[config.mk]
export PLATFORM = sky130hd
export DESIGN_NAME = eag_top
export DESIGN_NICKNAME = d
export VERILOG_FILES = /design/src/rtl/eag_pkg.sv /design/src/rtl/eag_ctrl.sv /design/src/rtl/eag_datapath.sv /design/src/rtl/eag_top.sv
export SDC_FILE = /design/constraint.sdc
export NUM_CORES = 1
export LEC_CHECK = 0
export BUFFER_PORTS_ARGS = -buffer_cell sky130_fd_sc_hd__buf_2
export CAP_MARGIN = 0
export CORE_MARGIN = 4
export CORE_UTILIZATION = 35
export CTS_BUF_LIST = sky130_fd_sc_hd__clkbuf_4
export DETAILED_ROUTE_END_ITERATION = 10
export PLACE_DENSITY = 0.58
export SETUP_SLACK_MARGIN = 0.05
export SYNTH_ARGS = -nofsm -noshare
export SYNTH_HDL_FRONTEND = slang
export SYNTH_SLANG_ARGS = --single-unit
export TNS_END_PERCENT = 30
[constraint.sdc]
create_clock -name clk -period 8.4 [get_ports clk]
set_input_delay 0.42 -clock clk [delete_from_list [all_inputs] [get_ports clk]]
set_output_delay 0.42 -clock clk [all_outputs]
set_load 0.005 [all_outputs]
[src/rtl/eag_pkg.sv]
package eag_pkg;

  typedef enum logic [2:0] {
    MODE_IMM       = 3'd0,
    MODE_DIRECT    = 3'd1,
    MODE_REG       = 3'd2,
    MODE_REGIND    = 3'd3,
    MODE_BASE_DISP = 3'd4,
    MODE_IDX_DISP  = 3'd5,
    MODE_BASE_IDX  = 3'd6,
    MODE_FULL      = 3'd7
  } addrMode_t;

  // strobes from control to datapath
  typedef struct packed {
    logic load;
    logic useBase;
    logic useIndex;
    logic useDisp;
    logic forceWide;
    logic nonMem;
  } eagCtrl_t;

endpackage

[src/rtl/eag_ctrl.sv]
module eag_ctrl
  import eag_pkg::*;
(
  input  logic       clk,
  input  logic       rst,
  input  logic       validIn,
  input  logic [2:0] mode,
  output eagCtrl_t   ctrl,
  output logic       validOut
);

  addrMode_t modeCode;
  assign modeCode = addrMode_t'(mode);

  always_comb begin
    ctrl = '0;
    ctrl.load = validIn;
    unique case (modeCode)
      MODE_IMM:       ctrl.nonMem = 1'b1;
      MODE_DIRECT:    begin ctrl.useDisp = 1'b1; ctrl.forceWide = 1'b1; end
      MODE_REG:       ctrl.nonMem = 1'b1;
      MODE_REGIND:    ctrl.useBase = 1'b1;
      MODE_BASE_DISP: begin ctrl.useBase = 1'b1; ctrl.useDisp = 1'b1; end
      MODE_IDX_DISP:  begin ctrl.useIndex = 1'b1; ctrl.useDisp = 1'b1; end
      MODE_BASE_IDX:  begin ctrl.useBase = 1'b1; ctrl.useIndex = 1'b1; end
      MODE_FULL:      begin ctrl.useBase = 1'b1; ctrl.useIndex = 1'b1; ctrl.useDisp = 1'b1; end
      default:        ctrl.nonMem = 1'b1;
    endcase
  end

  always_ff @(posedge clk) begin
    if (rst) validOut <= 1'b0;
    else     validOut <= validIn;
  end

endmodule

[src/rtl/eag_datapath.sv]
module eag_datapath
  import eag_pkg::*;
#(
  parameter int ADDR_W       = 32,
  parameter int DISP_SHORT_W = 8,
  parameter int SCALE_W      = 2
) (
  input  logic               clk,
  input  logic               rst,
  input  eagCtrl_t           ctrl,
  input  logic [ADDR_W-1:0]  baseVal,
  input  logic [ADDR_W-1:0]  indexVal,
  input  logic [SCALE_W-1:0] scaleCode,
  input  logic [ADDR_W-1:0]  dispVal,
  input  logic               dispWide,
  output logic [ADDR_W-1:0]  effAddr,
  output logic               nonMem
);

  localparam int EXT_W = ADDR_W - DISP_SHORT_W;

  logic [ADDR_W-1:0] dispShort;
  logic [ADDR_W-1:0] dispTerm;
  logic [ADDR_W-1:0] baseTerm;
  logic [ADDR_W-1:0] indexTerm;
  logic [ADDR_W-1:0] sumNext;

  // short displacement sign-extended from its top bit
  generate
    if (EXT_W > 0) begin : g_ext
      assign dispShort = {{EXT_W{dispVal[DISP_SHORT_W-1]}}, dispVal[DISP_SHORT_W-1:0]};
    end else begin : g_noext
      assign dispShort = dispVal;
    end
  endgenerate

  always_comb begin
    baseTerm  = ctrl.useBase  ? baseVal : '0;
    indexTerm = ctrl.useIndex ? (indexVal << scaleCode) : '0;
    if (!ctrl.useDisp)                    dispTerm = '0;
    else if (dispWide || ctrl.forceWide)  dispTerm = dispVal;
    else                                  dispTerm = dispShort;
    sumNext = baseTerm + indexTerm + dispTerm;
  end

  always_ff @(posedge clk) begin
    if (rst) begin
      effAddr <= '0;
      nonMem  <= 1'b0;
    end else if (ctrl.load) begin
      effAddr <= ctrl.nonMem ? '0 : sumNext;
      nonMem  <= ctrl.nonMem;
    end
  end

endmodule

[src/rtl/eag_top.sv]
module eag_top
  import eag_pkg::*;
#(
  parameter int ADDR_W       = 32,
  parameter int DISP_SHORT_W = 8,
  parameter int SCALE_W      = 2
) (
  input  logic               clk,
  input  logic               rst,
  input  logic               validIn,
  input  logic [2:0]         mode,
  input  logic [ADDR_W-1:0]  baseVal,
  input  logic [ADDR_W-1:0]  indexVal,
  input  logic [SCALE_W-1:0] scaleCode,
  input  logic [ADDR_W-1:0]  dispVal,
  input  logic               dispWide,
  output logic               validOut,
  output logic [ADDR_W-1:0]  effAddr,
  output logic               nonMem
);

  eagCtrl_t ctrl;

  eag_ctrl u_ctrl (
    .clk      (clk),
    .rst      (rst),
    .validIn  (validIn),
    .mode     (mode),
    .ctrl     (ctrl),
    .validOut (validOut)
  );

  eag_datapath #(
    .ADDR_W       (ADDR_W),
    .DISP_SHORT_W (DISP_SHORT_W),
    .SCALE_W      (SCALE_W)
  ) u_dp (
    .clk       (clk),
    .rst       (rst),
    .ctrl      (ctrl),
    .baseVal   (baseVal),
    .indexVal  (indexVal),
    .scaleCode (scaleCode),
    .dispVal   (dispVal),
    .dispWide  (dispWide),
    .effAddr   (effAddr),
    .nonMem    (nonMem)
  );

endmodule

### After elaboration in Yosys (flattened, before gate mapping)

Index checks and enable logic that the tools add are counted.

| operators by class | value |
|---|---|
| $add $sub $neg | 2 |
| equal/unequal tests | 7 |
| shift operators | 1 |
| muxes and demuxes | 10 |
| reductions and logical operators | 6 |

Operator list:

| cell | count |
|---|---|
| 32-bit two-way mux | 5 |
| 32-bit adder | 2 |
| 32-bit by 2-bit left shift with 32-bit output | 1 |
| 3-bit == test, second input constant | 4 |
| 4-bit OR reduction | 2 |
| 3-bit by 2-bit == test with 1-bit output, second input constant | 2 |
| 1-bit two-way mux | 5 |
| 3-bit by 1-bit == test with 1-bit output, second input constant | 1 |
| 3-bit zero test | 1 |
| 3-bit OR reduction | 1 |
| 2-bit OR reduction | 1 |
| 1-bit logical OR | 1 |

| word-level totals | value |
|---|---|
| register bits after elaboration | 34 |
| input port bits | 105 |
| output and inout bits | 34 |
| logic and storage cells | 29 |

### Logic depth before layout (Yosys ltp)

| depth | value |
|---|---|
| depth in word-level cells | 7 |
| depth in mapped cells | 18 |
| mapped depth without buffers | 16 |

### Cells and area by module

Synthesis repeated with hierarchy kept, for this count alone.

| unflattened totals | value |
|---|---|
| cell total of the unflattened synthesis | 710 |
| area total of the unflattened synthesis | 5,076.1 sq um |

Modules (own cells, without submodules):

| module | times used | cells each | area each (sq um) | seq. area each (sq um) |
|---|---|---|---|---|
| eag_datapath | 1 | 701 | 4,997.3 | 660.6 |
| eag_ctrl | 1 | 9 | 78.8 | 20.0 |

### Worst setup path after synthesis

No wires, ideal clock.

| timing | value |
|---|---|
| path type | input -> register |
| start point | input port scaleCode[0] |
| end point | register u_dp.effAddr[27] |
| library setup time | 60 ps |
| data arrival time | 4,097 ps |
| data required time | 8,340 ps |
| setup slack | 4,244 ps |
| stages on the path | 15 |
| buffers on the path | 2 |
| path through | clkbuf_1 -> buf_1 -> mux2_2 -> nand2_1 -> fa_1 -> inv_1 -> ha_1 -> fa_1 -> a21o_1 -> a221o_2 -> a31oi_4 -> o31ai_2 -> a31o_1 -> o311a_1 -> nand2_1 |

| on the way | value |
|---|---|
| longest elaborated chain between the ends | 5 |

Ends and longest elaborated chain:

| what | line | source |
|---|---|---|
| start: declaration | eag_top.sv:14 | `input logic [SCALE_W-1:0] scaleCode,` |
| 32-bit by 2-bit left shift with 32-bit output | eag_datapath.sv:39 | `indexTerm = ctrl.useIndex ? (indexVal << scaleCode) : '0;` |
| 32-bit two-way mux | eag_datapath.sv:39 |  |
| 32-bit adder (2 in series) | eag_datapath.sv:43 | `sumNext = baseTerm + indexTerm + dispTerm;` |
| 32-bit two-way mux | eag_datapath.sv:51 | `effAddr <= ctrl.nonMem ? '0 : sumNext;` |
| end signal: assignment | eag_datapath.sv:51 |  |
| end: declaration | eag_datapath.sv:16 | `output logic [ADDR_W-1:0] effAddr,` |

Every way passes these cells.
A chain may end at the register's enable or synchronous reset.

### Final worst setup path

| timing | value |
|---|---|
| start point | input port mode[1] |
| end point | register u_dp.effAddr[27] |

| on the way | value |
|---|---|
| longest elaborated chain between the ends | 7 |
| elaborated cells on any way between the ends | 25 |
| classes of those cells | add/sub (2); eq/ne (7); mux (10); reduce/logical (6) |

Ends and longest elaborated chain:

| what | line | source |
|---|---|---|
| start: declaration | eag_top.sv:11 | `input logic [2:0] mode,` |
| 3-bit by 2-bit == test with 1-bit output (tied with other cells) | eag_ctrl.sv:18 | `unique case (modeCode)` |
| 4-bit OR reduction (no source line) (tied with other cells) | -- |  |
| 1-bit two-way mux or 1-bit logical OR (tied branches) | eag_ctrl.sv:18, eag_datapath.sv:41 |  |
| 32-bit two-way mux, on equally long branches | eag_datapath.sv:38, eag_datapath.sv:39, eag_datapath.sv:41 |  |
| 32-bit adder or 32-bit two-way mux (tied branches) | eag_datapath.sv:43, eag_datapath.sv:40 |  |
| 32-bit adder | eag_datapath.sv:43 |  |
| 32-bit two-way mux (*) | eag_datapath.sv:51 |  |

Every way passes the cells marked *; elsewhere a longest branch is shown, timed or not.

==> impl_metrics.ini <==
[yosys]
syn_nets = 871
synth.cell_area_um2 = 4840
synth_warnings = 0
async_flop_share_pct = 0
synth.avg_cell_area_um2 = 6.88
synth_ff_type = dfxtp_1
synth-edff-count = 0
synth_seq_area_share_pct = 14.1
ys_seq_elements = 34
synth_cell_type_count = 56
synth_cells = 704

[final_layout]
final_cells = 987
nets = 978
final_util_pct = 42.2
layout_common_cells = nand2_1 (188), buf_2 (138), inv_1 (65)
area.growth.synth_to_final_pct = 16.8
final_common_cell = nand2_1
multiInputGateArea_um2 = 3760
drive_gt1_share_pct = 19.4
regArea_um2 = 681
fin_area_um2 = 5660
nFillCells = 1494

[route]
drt_wl_total_um = 14200
ant_nets = 0
via_per_inst = 4.92
drtIter0Drc = 239
drc = 0
num_vias = 4859
drtPass1Iterations = 4
wl_per_cell_um = 14.4

[setup_path]
cp-end-kind = flip-flop
cp.arrival_ns = 4.79
r2r-end = u_dp.effAddr[12]
crit_path_start_kind = input port
worstPathCellList = buf_2 > nand2b_1 > nor2_1 > nor2_1 > nand2_1 > nand2_1 > nand2_1 > fa_1 > inv_1 > ha_1 > a21oi_1 > o2111ai_1 > a31oi_4 > o31ai_2 > a31o_1 > o311a_1 > nand2_1
slowest_delay_ns = 0.86
reg2reg_from = u_dp.effAddr[12]
cp_slowest_cell = nor2_1
cp_top_family = simple AND/OR/NAND/NOR gates
critPathBufInv = 2
worst-path-max-fanout = 25
crit_top_cell = nand2_1
crit_type = in2reg
reg2reg_depth = 3
crit_start = mode[1]
r2r_setup_slack_ns = 7.69
cp_data_required_time_ns = 8.68

[floorplanning]
core_area_um2 = 13400
die_h_um = 126
start_util_pct = 36.1
core.rowCount = 42
pin_count = 139
die_w_um = 126
die_area_um2 = 15800

[sta]
max_freq_ghz = 0.222
worst_pin_slew_ns = 1.15
setup_viol = 0
rsz0062_at_grt = no
setup-tns-final_ns = 0
hold_viol_final = 0
drv_slew = 0
slew_headroom_pct = 23.4
min_period_ns = 4.51
worst_slack_ns = 3.89
fin_crit_sh_pct = 53.7
fin_skew_ns = 0

[placed_design]
dp.cells = 980
dp_slack_ns = 3.59
post_dp_cell_area_um2 = 5610
hpwl_um = 12100
numPortBuffers = 138
gp_congestion = 0.877

[global_routing]
grt_first_pass_wirelength_um = 23200
grt.total_usage_pct = 17.5
grt_max_degree = 34
grt_pass1_vias = 4686
gr-total-overflow = 0
antenna_found_initial = 1

[cts]
cts_max_level = 2
cts.repair.resized = 0
path_clk_slew_ns = 0.09
holdBufCountCts = 0
cts_tree = yes
clock-sinks = 34
clk_latency_ns = 0.33
cts_buffers = 5
cts-root-buf = clkbuf_4
cts.path.max_buffers = 2
postCtsSetupBuffers = 0

[power_and_ir_drop]
ir_drop_uv = 50.4
power_leakage_nw = 3.00
power.density_nw_per_um2 = 130

[min_path]
hold_start = validIn
min_to = u_ctrl.validOut
min_path_cells = 2
hold_path.class = in2reg

[run_status]
outcome = finished clean

[run]
maxCapViolCount = 0
## power by group
| group | internal [mW] | switching (mW) | leakage (nW) | total (mW) |
|---|---|---|---|---|
| combinational | 0.184 | 0.279 | 2.70 | 0.463 |
| clock | 0.0285 | 0.0500 | 0.0246 | 0.0786 |
| sequential | 0.183 | 0.0107 | 0.279 | 0.194 |
| total | 0.396 | 0.340 | 3.00 | 0.736 |
## Yosys cell counts, drive strengths merged (2+ instances only)
cell    count  share of area [%]
nand3b      2               0.31
o21ai      64                6.6
a21boi      4               0.62
or3         2               0.28
dfxtp      34                 14
and2        2               0.26
xor2       15                2.7
a31oi       8                1.3
nor3        5               0.52
nand2b      6               0.78
nand2     188                 15
mux2i      29                6.0
a31o        2               0.36
clkbuf     32                2.5
fa         32                 13
buf         8               0.67
xnor2      13                2.4
a22oi       7                1.1
a21o        7                1.1
a211oi      3               0.47
and3        3               0.39
nand3      31                3.2
nand4       5               0.65
a311oi      2               0.36
inv        66                5.1
nor2       29                2.2
a32oi       2               0.36
o21a        4               0.62
ha         30                7.8
o211ai      6               0.93
and4        3               0.57
nor2b       4               0.52
mux2        4               0.93
a21oi      38                3.9
## area by class of cell
type	count	area share [%]
multi-input combinational	564	66.5
antenna	1	0.0442
sequential	34	12.0
tap	176	3.89
inverter	66	4.38
clock buffer	5	0.663
clock inverter	1	0.0663
timing repair buffer	140	12.5
## cell families (layout without fill, tap and decap cells)
group / after synthesis / in the layout / synth area share [%]
AND/OR/NAND/NOR: 283 / 283 / 24.7
AO/OA/AOI/OAI: 158 / 158 / 20.0
buffers and inverters: 106 / 212 / 8.29
adder cells (fa/ha/maj): 62 / 62 / 21.0
flip-flops: 34 / 34 / 14.1
multiplexers: 33 / 33 / 6.93
XOR/XNOR: 28 / 28 / 5.06
other: 0 / 1 / 0
## per-stage QoR
step / hold slack (ns) / total power, mW
floorplan: 0.449 / 0.522
global placement: 0.430 / 0.658
detailed placement: 0.439 / 0.659
CTS: 0.386 / 0.740
global route: 0.399 / 0.812
finish: 0.402 / 0.736
## routing by layer
metal,vias up,wire [µm],GRT usage [%]
li1,2570,-,-
met1,2159,7510,27.5
met2,122,5880,25.9
met3,8,636,1.52
met4,0,142,4.02
met5,-,0,0
## state kept, by name, summed over array words and instances (netlist names)
signal and count:
u_dp.nonMem 1, u_dp.effAddr 32, u_ctrl.validOut 1
## worst max-delay path by stage
| stage | endpoint | slack, ns | depth (start not counted) |
|---|---|---|---|
| after global routing | u_dp.effAddr[28] | 3.47 | 17 |
| after CTS | u_dp.effAddr[27] | 3.95 | 17 |
| after global placement | u_dp.effAddr[28] | 3.58 | 17 |
| final | u_dp.effAddr[27] | 3.89 | 17 |
| after floorplan | u_dp.effAddr[27] | 4.24 | 15 |
| after detailed placement | u_dp.effAddr[27] | 3.59 | 17 |
Power figures use the tool's default switching activity.
